<file path="src/rtl/srg_pkg.sv">
package srg_pkg;
  parameter int SRG_NW = 6;
  parameter int SRG_MODEW = 2;

  typedef struct packed {
    logic                 src;
    logic [SRG_NW-1:0]    n;
    logic [SRG_MODEW-1:0] mode;
  } srg_cfg_t;
endpackage

</file>
<file path="src/rtl/srg_cfg_select.sv">
module srg_cfg_select
  import srg_pkg::*;
#(
  parameter int MIN0   = 16,
  parameter int MAX0   = 49,
  parameter int MIN1   = 12,
  parameter int MAX1   = 33,
  parameter int LSTEP0 = 4,
  parameter int LSTEP1 = 3,
  parameter int CODEW  = 4
) (
  input  logic                 alt_en,
  input  logic                 alt_block,
  input  logic                 src_sel,
  input  logic [SRG_NW-1:0]    div_n,
  input  logic [SRG_MODEW-1:0] os_mode,
  input  logic [CODEW-1:0]     rate_code,
  output srg_cfg_t             cand,
  output logic                 cand_ok
);
  localparam int KW = CODEW - 1;

  logic [KW-1:0] leg_k;
  logic          use_alt;
  int            n_val;

  assign leg_k   = rate_code[CODEW-1:1];
  assign use_alt = alt_en && !alt_block;

  always_comb begin
    if (use_alt) begin
      cand.src  = src_sel;
      cand.n    = div_n;
      cand.mode = os_mode;
    end else begin
      cand.src  = rate_code[0];
      cand.n    = rate_code[0] ? SRG_NW'(MIN1 + LSTEP1 * int'(leg_k))
                               : SRG_NW'(MIN0 + LSTEP0 * int'(leg_k));
      cand.mode = '0;
    end
    n_val   = int'(cand.n);
    cand_ok = (cand.mode != 2'b11) &&
              (cand.src ? (n_val >= MIN1 && n_val <= MAX1)
                        : (n_val >= MIN0 && n_val <= MAX0));
  end
endmodule

</file>
<file path="src/rtl/srg_cfg_hold.sv">
module srg_cfg_hold
  import srg_pkg::*;
#(
  parameter int MIN0  = 16,
  parameter int MAX0  = 49,
  parameter int MIN1  = 12,
  parameter int MAX1  = 33,
  parameter int RST_N = 16
) (
  input  logic     clk,
  input  logic     rst,
  input  srg_cfg_t cand,
  input  logic     cand_ok,
  input  logic     boundary,
  output srg_cfg_t act,
  output logic     prime
);
  logic load;
  assign load = (prime || boundary) && cand_ok;

  always_ff @(posedge clk) begin
    if (rst) begin
      prime    <= 1'b1;
      act.src  <= 1'b0;
      act.n    <= SRG_NW'(RST_N);
      act.mode <= '0;
    end else begin
      prime <= 1'b0;
      if (load) act <= cand;
    end
  end

  assert_active_legal_R5: assert property (@(posedge clk) disable iff (rst)
    (act.mode != 2'b11) &&
    (act.src ? (int'(act.n) >= MIN1 && int'(act.n) <= MAX1)
             : (int'(act.n) >= MIN0 && int'(act.n) <= MAX0)));

  assert_change_at_boundary_R6: assert property (@(posedge clk) disable iff (rst)
    !$stable(act) |-> $past(prime || boundary));
endmodule

</file>
<file path="src/rtl/srg_divider.sv">
module srg_divider
  import srg_pkg::*;
#(
  parameter int MBASE = 6
) (
  input  logic     clk,
  input  logic     rst,
  input  logic     hold,
  input  logic     ce_a,
  input  logic     ce_b,
  input  srg_cfg_t act,
  output logic     os_strobe,
  output logic     fs_strobe,
  output logic     boundary
);
  localparam int MW = MBASE + 2;

  logic [SRG_NW-1:0] os_cnt;
  logic [MW-1:0]     m_cnt;
  logic [MW-1:0]     m_last;
  logic              tick, os_term, m_term;

  always_comb begin
    m_last  = MW'((1 << (MBASE + int'(act.mode))) - 1);
    tick    = (act.src ? ce_b : ce_a) && !hold;
    os_term = (os_cnt == act.n - SRG_NW'(1));
    m_term  = (m_cnt == m_last);
  end
  assign boundary = tick && os_term && m_term;

  always_ff @(posedge clk) begin
    if (rst) begin
      os_cnt    <= '0;
      m_cnt     <= '0;
      os_strobe <= 1'b0;
      fs_strobe <= 1'b0;
    end else begin
      os_strobe <= tick && os_term;
      fs_strobe <= boundary;
      if (tick) begin
        os_cnt <= os_term ? '0 : os_cnt + SRG_NW'(1);
        if (os_term) m_cnt <= m_term ? '0 : m_cnt + MW'(1);
      end
    end
  end

  assert_os_cnt_range_R2: assert property (@(posedge clk) disable iff (rst)
    os_cnt < act.n);

  assert_fs_with_os_R3: assert property (@(posedge clk) disable iff (rst)
    fs_strobe |-> os_strobe);
endmodule

</file>
<file path="src/rtl/srg_rate_gen.sv">
module srg_rate_gen
  import srg_pkg::*;
#(
  parameter int MIN0   = 16,
  parameter int MAX0   = 49,
  parameter int MIN1   = 12,
  parameter int MAX1   = 33,
  parameter int LSTEP0 = 4,
  parameter int LSTEP1 = 3,
  parameter int CODEW  = 4,
  parameter int MBASE  = 6,
  parameter int RST_N  = 16
) (
  input  logic                 clk,
  input  logic                 rst,
  input  logic                 mclk_a_ce,
  input  logic                 mclk_b_ce,
  input  logic                 src_sel,
  input  logic [SRG_NW-1:0]    div_n,
  input  logic [SRG_MODEW-1:0] os_mode,
  input  logic                 alt_en,
  input  logic                 alt_block,
  input  logic [CODEW-1:0]     rate_code,
  output logic                 os_strobe,
  output logic                 fs_strobe,
  output logic                 cfg_illegal
);
  srg_cfg_t cand, act;
  logic     cand_ok, prime, boundary;

  srg_cfg_select #(
    .MIN0(MIN0), .MAX0(MAX0), .MIN1(MIN1), .MAX1(MAX1),
    .LSTEP0(LSTEP0), .LSTEP1(LSTEP1), .CODEW(CODEW)
  ) u_sel (
    .alt_en(alt_en), .alt_block(alt_block), .src_sel(src_sel),
    .div_n(div_n), .os_mode(os_mode), .rate_code(rate_code),
    .cand(cand), .cand_ok(cand_ok)
  );

  srg_cfg_hold #(
    .MIN0(MIN0), .MAX0(MAX0), .MIN1(MIN1), .MAX1(MAX1), .RST_N(RST_N)
  ) u_hold (
    .clk(clk), .rst(rst), .cand(cand), .cand_ok(cand_ok),
    .boundary(boundary), .act(act), .prime(prime)
  );

  srg_divider #(.MBASE(MBASE)) u_div (
    .clk(clk), .rst(rst), .hold(prime), .ce_a(mclk_a_ce), .ce_b(mclk_b_ce),
    .act(act), .os_strobe(os_strobe), .fs_strobe(fs_strobe),
    .boundary(boundary)
  );

  always_ff @(posedge clk) begin
    if (rst) cfg_illegal <= 1'b0;
    else     cfg_illegal <= !cand_ok;
  end

  assert_reserved_mode_flag_R4: assert property (@(posedge clk) disable iff (rst)
    (alt_en && !alt_block && os_mode == 2'b11) |=> cfg_illegal);
endmodule

</file>
<file path="config.mk">
export PLATFORM = sky130hd
export DESIGN_NAME = srg_rate_gen
export DESIGN_NICKNAME = d
export VERILOG_FILES = /design/src/rtl/srg_pkg.sv /design/src/rtl/srg_cfg_select.sv /design/src/rtl/srg_cfg_hold.sv /design/src/rtl/srg_divider.sv /design/src/rtl/srg_rate_gen.sv
export SDC_FILE = /design/constraint.sdc
export NUM_CORES = 1
export LEC_CHECK = 0
export BUFFER_PORTS_ARGS = -buffer_cell sky130_fd_sc_hd__buf_2
export CAP_MARGIN = 20
export CELL_PAD_IN_SITES_DETAIL_PLACEMENT = 0
export CELL_PAD_IN_SITES_GLOBAL_PLACEMENT = 1
export CORE_AREA = 2 2 80 82
export DETAILED_ROUTE_END_ITERATION = 6
export DIE_AREA = 0 0 82 84
export MAX_ROUTING_LAYER = met4
export PLACE_DENSITY = 0.66
export SYNTH_ARGS = -nofsm -noshare
export SYNTH_HDL_FRONTEND = slang
export SYNTH_SLANG_ARGS = --single-unit
</file>
<file path="constraint.sdc">
create_clock -name clk -period 8.4 [get_ports clk]
set_input_delay 1.68 -clock clk [delete_from_list [all_inputs] [get_ports clk]]
set_output_delay 1.68 -clock clk [all_outputs]
set_load 0.05 [all_outputs]
</file>
After elaboration in Yosys (flattened, before gate mapping)
Cells that the tools add are included.

word-level totals
  register bits after elaboration = 27
  latch bits = 0
  memory bits (writable) = 0
  memory bits (read-only) = 0
  input port bits = 19
  output and inout bits = 3
  word-level logic and storage cells = 45
  memories = 0

cells by class
  $add $sub $neg = 7
  multipliers = 1
  div/mod/pow operators = 0
  magnitude comparators = 4
  equality and inequality tests = 3
  shifts and indexed selects = 1
  mux-type cells = 7
  bitwise gates (word level) = 0
  reductions and logical operators = 13

operators with widths
  operator                                                                count
  1-bit by 32-bit << shifter with 8-bit output (first input constant)     1
  6-bit <= comparator (second input constant)                             2
  6-bit 2-to-1 mux                                                        2
  9-bit 2-to-1 mux                                                        1
  8-bit by 1-bit adder with 8-bit output (second input constant)          1
  8-bit == test                                                           1
  1-bit logical AND                                                       8
  8-bit 2-to-1 mux                                                        1
  8-bit by 2-bit subtractor with 8-bit output (second input constant)     1
  5-bit by 5-bit adder with 6-bit output (first input constant)           1
  5-bit by 6-bit adder with 6-bit output (first input constant)           1
  6-bit by 1-bit adder with 6-bit output (second input constant)          1
  6-bit == test                                                           1
  6-bit by 4-bit >= comparator with 1-bit output (second input constant)  1
  6-bit by 5-bit >= comparator with 1-bit output (second input constant)  1
  6-bit by 1-bit subtractor with 6-bit output (second input constant)     1
  2-bit by 3-bit multiplier with 5-bit output (first input constant)      1
  3-bit by 2-bit adder with 4-bit output (first input constant)           1
  1-bit zero test                                                         3
  1-bit 2-to-1 mux                                                        3
  2-bit != test (second input constant)                                   1
  2-bit AND reduction                                                     1
  1-bit logical OR                                                        1

Longest topological paths before layout
Gate-level depths: netlist of the first run.

  depth after elaboration = 9
  gate-level depth with buffers = 10
  gate-level depth less buffers = 10

Hierarchy
From an unflattened synthesis of the first run, not the netlist that was laid out.

second synthesis, totals
  cell total of the unflattened synthesis = 209
  area total of the unflattened synthesis = 1830.5 um2

modules (own cells, without submodules)
  module          instances  cells an instance  area an instance (um2)  sequential area each (um2)
  srg_divider     1          117                1037.2                  320.3
  srg_cfg_hold    1          40                 421.7                   200.2
  srg_cfg_select  1          50                 347.8                   0.0
  srg_rate_gen    1          2                  23.8                    20.0

Least setup slack after synthesis of the first run
No wires, ideal clock.

  kind = input to register
  start = input rate_code[1]
  end = register u_hold.act[2] (netlist name)
  library setup time = 121 ps
  arrival time = 3953 ps
  required time = 8279 ps
  setup slack = 4327 ps
  cell stages on the path = 10
  buffers on the path = 0
  cell sequence = ha_1 > fa_1 > xnor2_1 > ha_1 > xnor2_1 > a211o_1 > o21ai_0 > a32oi_1 > nand3_2 > mux2_2

on the way
  longest elaborated chain between the ends = 9
  elaborated cells between the ends (all ways) = 14
  those cells by class = 2 x add/sub; 1 x mul; 4 x order compare; 3 x mux; 4 x reduce/logical

ends and longest elaborated chain
  item                                                                    line                                        source
  start, declared                                                         srg_rate_gen.sv:23                          input logic [CODEW-1:0] rate_code,
  2-bit by 3-bit multiplier with 5-bit output                             srg_cfg_select.sv:37                        cand.n = rate_code[0] ? SRG_NW'(MIN1 + LSTEP1 * int'(leg_k))
  5-bit by 6-bit adder with 6-bit output                                  srg_cfg_select.sv:37
  6-bit 2-to-1 mux (*)                                                    srg_cfg_select.sv:37
  9-bit 2-to-1 mux (*)                                                    srg_cfg_select.sv:31                        if (use_alt) begin
  6-bit by 5-bit >= comparator with 1-bit output (tied with other cells)  srg_cfg_select.sv:44                        : (n_val >= MIN0 && n_val <= MAX0));
  1-bit logical AND (on tied branches)                                    srg_cfg_select.sv:44, srg_cfg_select.sv:43
  1-bit 2-to-1 mux                                                        srg_cfg_select.sv:43                        (cand.src ? (n_val >= MIN1 && n_val <= MAX1)
  1-bit logical AND                                                       srg_cfg_select.sv:42                        cand_ok = (cand.mode != 2'b11) &&
  1-bit logical AND                                                       srg_cfg_hold.sv:19                          assign load = (prime || boundary) && cand_ok;

Mark *: on every way between the ends. The rest lies on a longest branch, timed or not.
A chain may end at the register's enable or synchronous reset.

Final worst setup path of the first run
  start = input rate_code[2]
  end = register u_hold.act[2] (netlist name)

on the way
  longest elaborated chain between the ends = 9
  elaborated cells between the ends (all ways) = 14
  those cells by class = 2 x add/sub; 1 x mul; 4 x order compare; 3 x mux; 4 x reduce/logical

ends and longest elaborated chain
  item                                                                    line
  2-bit by 3-bit multiplier with 5-bit output                             srg_cfg_select.sv:37
  5-bit by 6-bit adder with 6-bit output                                  srg_cfg_select.sv:37
  6-bit 2-to-1 mux (*)                                                    srg_cfg_select.sv:37
  9-bit 2-to-1 mux (*)                                                    srg_cfg_select.sv:31
  6-bit by 5-bit >= comparator with 1-bit output (tied with other cells)  srg_cfg_select.sv:44
  1-bit logical AND (on tied branches)                                    srg_cfg_select.sv:44, srg_cfg_select.sv:43
  1-bit 2-to-1 mux (*)                                                    srg_cfg_select.sv:43
  1-bit logical AND (*)                                                   srg_cfg_select.sv:42
  1-bit logical AND (*)                                                   srg_cfg_hold.sv:19

Marks and branches as above.

==> flow_summary.json, run 1 <==
{
  "outcome": "finished clean",
  "seqCellArea_um2": 541,
  "grt_usage": 0.118,
  "fin_setup_tns_ps": 0,
  "cellPowerDensity_nw_per_um2": 143,
  "antenna_found_initial": 0,
  "maxSlewHeadroom": 0.557,
  "post_cts_resized": 0,
  "yosysTopAreaCell": "dfxtp_1",
  "hpwl_um": 2740,
  "syn_nets": 223,
  "max_freq_mhz": 237,
  "yosys_most_used_dff": "dfxtp_1",
  "netlist.area_leader.share": 0.311,
  "grt_pass1_wl_um": 6440,
  "crit_path_end_kind": "flop",
  "whs_path_depth": 2,
  "worstMarginPinSlew_ps": 660,
  "cts_setup_buffers": 0,
  "synthesis.instances": 195,
  "fp.dieH_um": 84,
  "ys_seq_elements": 27,
  "wl_per_cell_um": 12.5,
  "drc": 0,
  "cp.required_ps": 8560,
  "wl_um": 3630,
  "diodes": 0,
  "synth_edf_count": 0,
  "cts_tree": "yes",
  "portBuffers": 21,
  "design_area_um2": 1930,
  "pin_count": 22,
  "grt_start_max_net_pins": 29,
  "firstDrtPassIters": 4,
  "rsz0062_at_grt": "no",
  "clk_latency_ps": 270,
  "grt_pass1_vias": 1346,
  "worstPathArrival_ps": 4380,
  "placed_area_um2": 1880,
  "async_flop_share": 0,
  "nNetsFinal": 242,
  "clock_path_buffers": 2,
  "fin_crit_sh": 0.502,
  "cts_hold_buf": 0,
  "vdd_drop_max_uv": 63.4,
  "maxCapViolCount": 0,
  "clk_pin_slew_ps": 100,
  "htreeDepth": 1,
  "finalWeightedCongestion": 0.765,
  "cp-start-kind": "primary input",
  "die_area_um2": 6890,
  "synth_common_cells": "dfxtp_1, nor2_1, nand2_1",
  "yosys_warnings": 0,
  "ys_top_cells_by_area": "dfxtp_1, ha_1, xor2_1",
  "drv_slew": 0,
  "initial_utilization": 0.285,
  "finClkSkew_ps": 7.63,
  "hp-class": "flop to flop",
  "worstPathMaxFanout": 7,
  "grt_overflow": 0,
  "rr_worst_depth": 7,
  "clockRootBuffer": "clkbuf_8",
  "vias": 1388,
  "cts_buffers": 3,
  "multi_input_area_um2": 1110,
  "clkSinkCount": 27,
  "synth_area_um2": 1740,
  "ys_types": 49,
  "first_iter_violations": 66,
  "synth_most_common_cell": "dfxtp_1",
  "layout-drive-gt1-share": 0.192,
  "n_fill_cell": 650,
  "coreArea_um2": 6100,
  "final_hold_viol_count": 0,
  "crit_type": "primary input to flop",
  "die_width_um": 82,
  "period_needed_ps": 4220,
  "routed_via_density": 4.79,
  "synth_seq_area_share": 0.311,
  "antenna_left": 0,
  "rows": 29,
  "avgSynthCellArea_um2": 8.91,
  "syn_to_final_growth_pct": 11.0,
  "power_leakage_uw": 0.000771,
  "setup_viol": 0
}
## through the flow
step | setup slack (ps) | utilization | power [uW] | hold slack (ps) | instances
6_report | 4180 | 0.316 | 277 | 485 | 290
3_3_place_gp | 4010 | 0.309 | 206 | 467 | 286
3_5_place_dp | 3910 | 0.309 | 206 | 476 | 286
5_1_grt | 3970 | 0.316 | 293 | 515 | 290
4_1_cts | 4190 | 0.316 | 279 | 489 | 290
2_1_floorplan | 4330 | - | 192 | 450 | 195
## layout make-up
| cell class | count | share of cell area |
|---|---|---|
| multi-input cells | 154 | 0.578 |
| flip-flops and latches | 27 | 0.280 |
| repair buffers | 21 | 0.0545 |
| well taps | 77 | 0.0500 |
| clock buffers | 4 | 0.0234 |
| inverters | 7 | 0.0136 |
## critical path, cell delays in order
cell and delay, ps:
buf_2 130, ha_1 200, fa_1 420, xnor2_1 150, ha_1 210, xnor2_1 160, a211o_1 130, o21ai_0 140
a32oi_1 520, nand3_2 290, mux2_2 340
## flip-flops by register name, indices dropped and copies added (netlist names)
register / count
cfg_illegal: 1
u_div.fs_strobe: 1
u_div.m_cnt: 8
u_div.os_cnt: 6
u_div.os_strobe: 1
u_hold.act: 9
u_hold.prime: 1
## report_power, final
group	internal, uW	switching [uW]	leakage, uW
combinational	27.8	36.7	0.000529
sequential	133	4.73	0.000219
clock	34.0	40.0	0.0000228
## kinds of logic after synthesis
logic type | count (synthesis) | synth area share
AO/OA/AOI/OAI | 35 | 0.138
multiplexers | 11 | 0.0656
buffers and inverters | 14 | 0.0468
adder cells (fa/ha/maj) | 9 | 0.0735
flip-flops | 27 | 0.311
AND/OR/NAND/NOR | 81 | 0.269
XOR/XNOR | 18 | 0.0951
## layout by cell type, fill, tap and decap left out, types with 3 or more instances in the layout
cell,count
dfxtp_1,27
nand2_1,14
mux2_2,3
nor3_1,8
a21oi_1,11
and2_1,5
clkbuf_8,3
ha_1,7
o21ai_0,9
nor2_1,15
xnor2_1,7
mux2i_1,8
nand2b_1,4
nor3b_1,3
inv_1,7
buf_2,21
xor2_1,10
nand3_1,10
## per-layer routing
metal	vias to the layer above	routed length, um	GRT usage
li1	733	-	-
met1	626	1870	0.165
met2	25	1650	0.181
met3	4	100	0.0173
met4	0	13	0.0258
met5	-	0	-
## final timing paths
| path | from | endpoint | slack (ps) |
|---|---|---|---|
| worst min register to register | u_hold.act[0] | u_hold.act[0] | 480 |
| worst min-delay path | u_hold.act[0] | u_hold.act[0] | 480 |
| worst max register to register | u_hold.act[2] | u_hold.act[2] | 6040 |
| worst max-delay path | rate_code[2] | u_hold.act[2] | 4180 |
Note: power is estimated with default switching activity, not from simulation.
==> inputs of run 2 (changes only) <==
Settings changed: PLACE_DENSITY 0.66 to 0.68.
Clock period 8.4 ns to 3.39 ns, I/O delays scaled along.
==> run 2 against run 1 <==
Compared with the run above: power up 150%; utilization up 0.25 points; sequential power up 150%; wire length down 1.4%; die area unchanged; global-route usage down 0.13 points; first-iteration DRC count down 24%; worst hold slack worse by 6.1 ps; count of clock-buffer cells in the layout unchanged; final cell count up 0.69%; largest power group unchanged.
==> flow_summary.json, run 2 (same netlist as run 1, synthesis figures left out) <==
{
  "outcome": "finished clean",
  "maxCapViolCount": 0,
  "n_fill_cell": 672,
  "worstPathArrival_ps": 3080,
  "grt_pass1_vias": 1358,
  "largest_register_ffs": 9,
  "cts_tree": "yes",
  "layout_common_cells": "dfxtp_1, buf_2, nor2_1",
  "clk_latency_ps": 270,
  "final_common_cell": "dfxtp_1",
  "firstDrtPassIters": 4,
  "portBuffers": 21,
  "fin_crit_sh": 0.857,
  "power_leakage_uw": 0.000780,
  "clock_path_buffers": 2,
  "grt_pass1_wl_um": 6320,
  "finalWeightedCongestion": 0.780,
  "grt_start_max_net_pins": 29,
  "vdd_drop_max_uv": 136,
  "layout-drive-gt1-share": 0.200,
  "wl_um": 3580,
  "first_iter_violations": 50,
  "worstPathMaxFanout": 5,
  "syn_to_final_growth_pct": 11.9,
  "setup_viol": 0,
  "grt_overflow": 0,
  "post_cts_resized": 0,
  "cp-start-kind": "primary input",
  "finClkSkew_ps": 1.85,
  "drc": 0,
  "worstMarginPinSlew_ps": 670,
  "reg.largest.list": "u_hold.act: 9 flops, u_div.m_cnt: 8 flops, u_div.os_cnt: 6 flops",
  "grt_usage": 0.117,
  "vias": 1394,
  "crit_path_end_kind": "flop",
  "period_needed_ps": 2910,
  "cts_hold_buf": 0,
  "routed_via_density": 4.77,
  "cts_buffers": 3,
  "rows": 29,
  "crit_type": "primary input to flop",
  "clk_pin_slew_ps": 90,
  "nNetsFinal": 244,
  "power_uw": 690,
  "maxSlewHeadroom": 0.551,
  "die_area_um2": 6890,
  "antenna_left": 0,
  "cp.required_ps": 3570,
  "cts_setup_buffers": 0,
  "hp-class": "flop to flop",
  "drv_slew": 0,
  "pin_count": 22,
  "top_register": "u_hold.act",
  "max_freq_mhz": 344,
  "clkSinkCount": 27,
  "coreArea_um2": 6100,
  "cellPowerDensity_nw_per_um2": 355,
  "clockRootBuffer": "clkbuf_8",
  "antenna_found_initial": 0,
  "initial_utilization": 0.285,
  "final_hold_viol_count": 0,
  "hpwl_um": 2690,
  "htreeDepth": 1,
  "die_width_um": 82,
  "diodes": 0,
  "wl_per_cell_um": 12.3,
  "fin_setup_tns_ps": 0,
  "rsz0062_at_grt": "no",
  "fp.dieH_um": 84
}
-- run 2: changes by cell type in the layout (fill, tap and decap cells not counted) --
cell	delta
buf_4	+2
-- run 2: stage by stage --
step                      worst slack [ps]  hold WS, ps  instances   util  area, um^2
after CTS                              499          486        292  0.319        1940
after floorplan                        319          450        195      -        1740
after global routing                   267          513        292  0.319        1940
final                                  484          479        292  0.319        1940
after detailed placement               198          473        288  0.311        1900
after global placement                 238          465        288  0.311        1900
-- run 2: layout make-up --
type	instances	area, um^2	area share
Inverter	7	26.3	0.0135
Clock buffer	4	45.0	0.0232
Sequential cell	27	541	0.278
Multi-Input combinational cell	154	1110	0.574
Timing Repair Buffer	23	120	0.0618
Tap cell	77	96.3	0.0496
-- run 2: routing by layer --
layer / track usage / share of wire / vias to the layer above
li1: - / - / 735
met1: 0.163 / 0.52 / 631
met2: 0.174 / 0.44 / 24
met3: 0.0162 / 0.027 / 4
met4: 0.0379 / 0.013 / 0
met5: - / 0 / -
-- run 2: worst paths after layout --
check                              startpoint             end  slack (ps)  cells past startpoint
worst max-delay path             rate_code[2]   u_hold.act[7]         480                     12
worst min-delay path            u_hold.act[0]   u_hold.act[0]         480                      2
worst max register to register  u_hold.act[2]  u_div.m_cnt[7]        1020                      7
worst min register to register  u_hold.act[0]   u_hold.act[0]         480                      2
-- run 2: worst max-delay path, stage by stage --
cell and delay (ps):
buf_2 130, ha_1 210, fa_1 410, xnor2_1 150, ha_1 210, xnor2_1 150, a211o_1 130, o21ai_0 130
a32oi_1 330, buf_4 190, a31oi_1 80, a311oi_1 280
-- run 2: power breakdown --
part	internal, uW	switching (uW)	total [uW]
clock network	84.2	98.9	183
registers	330	12.4	343
logic	72.8	90.8	164
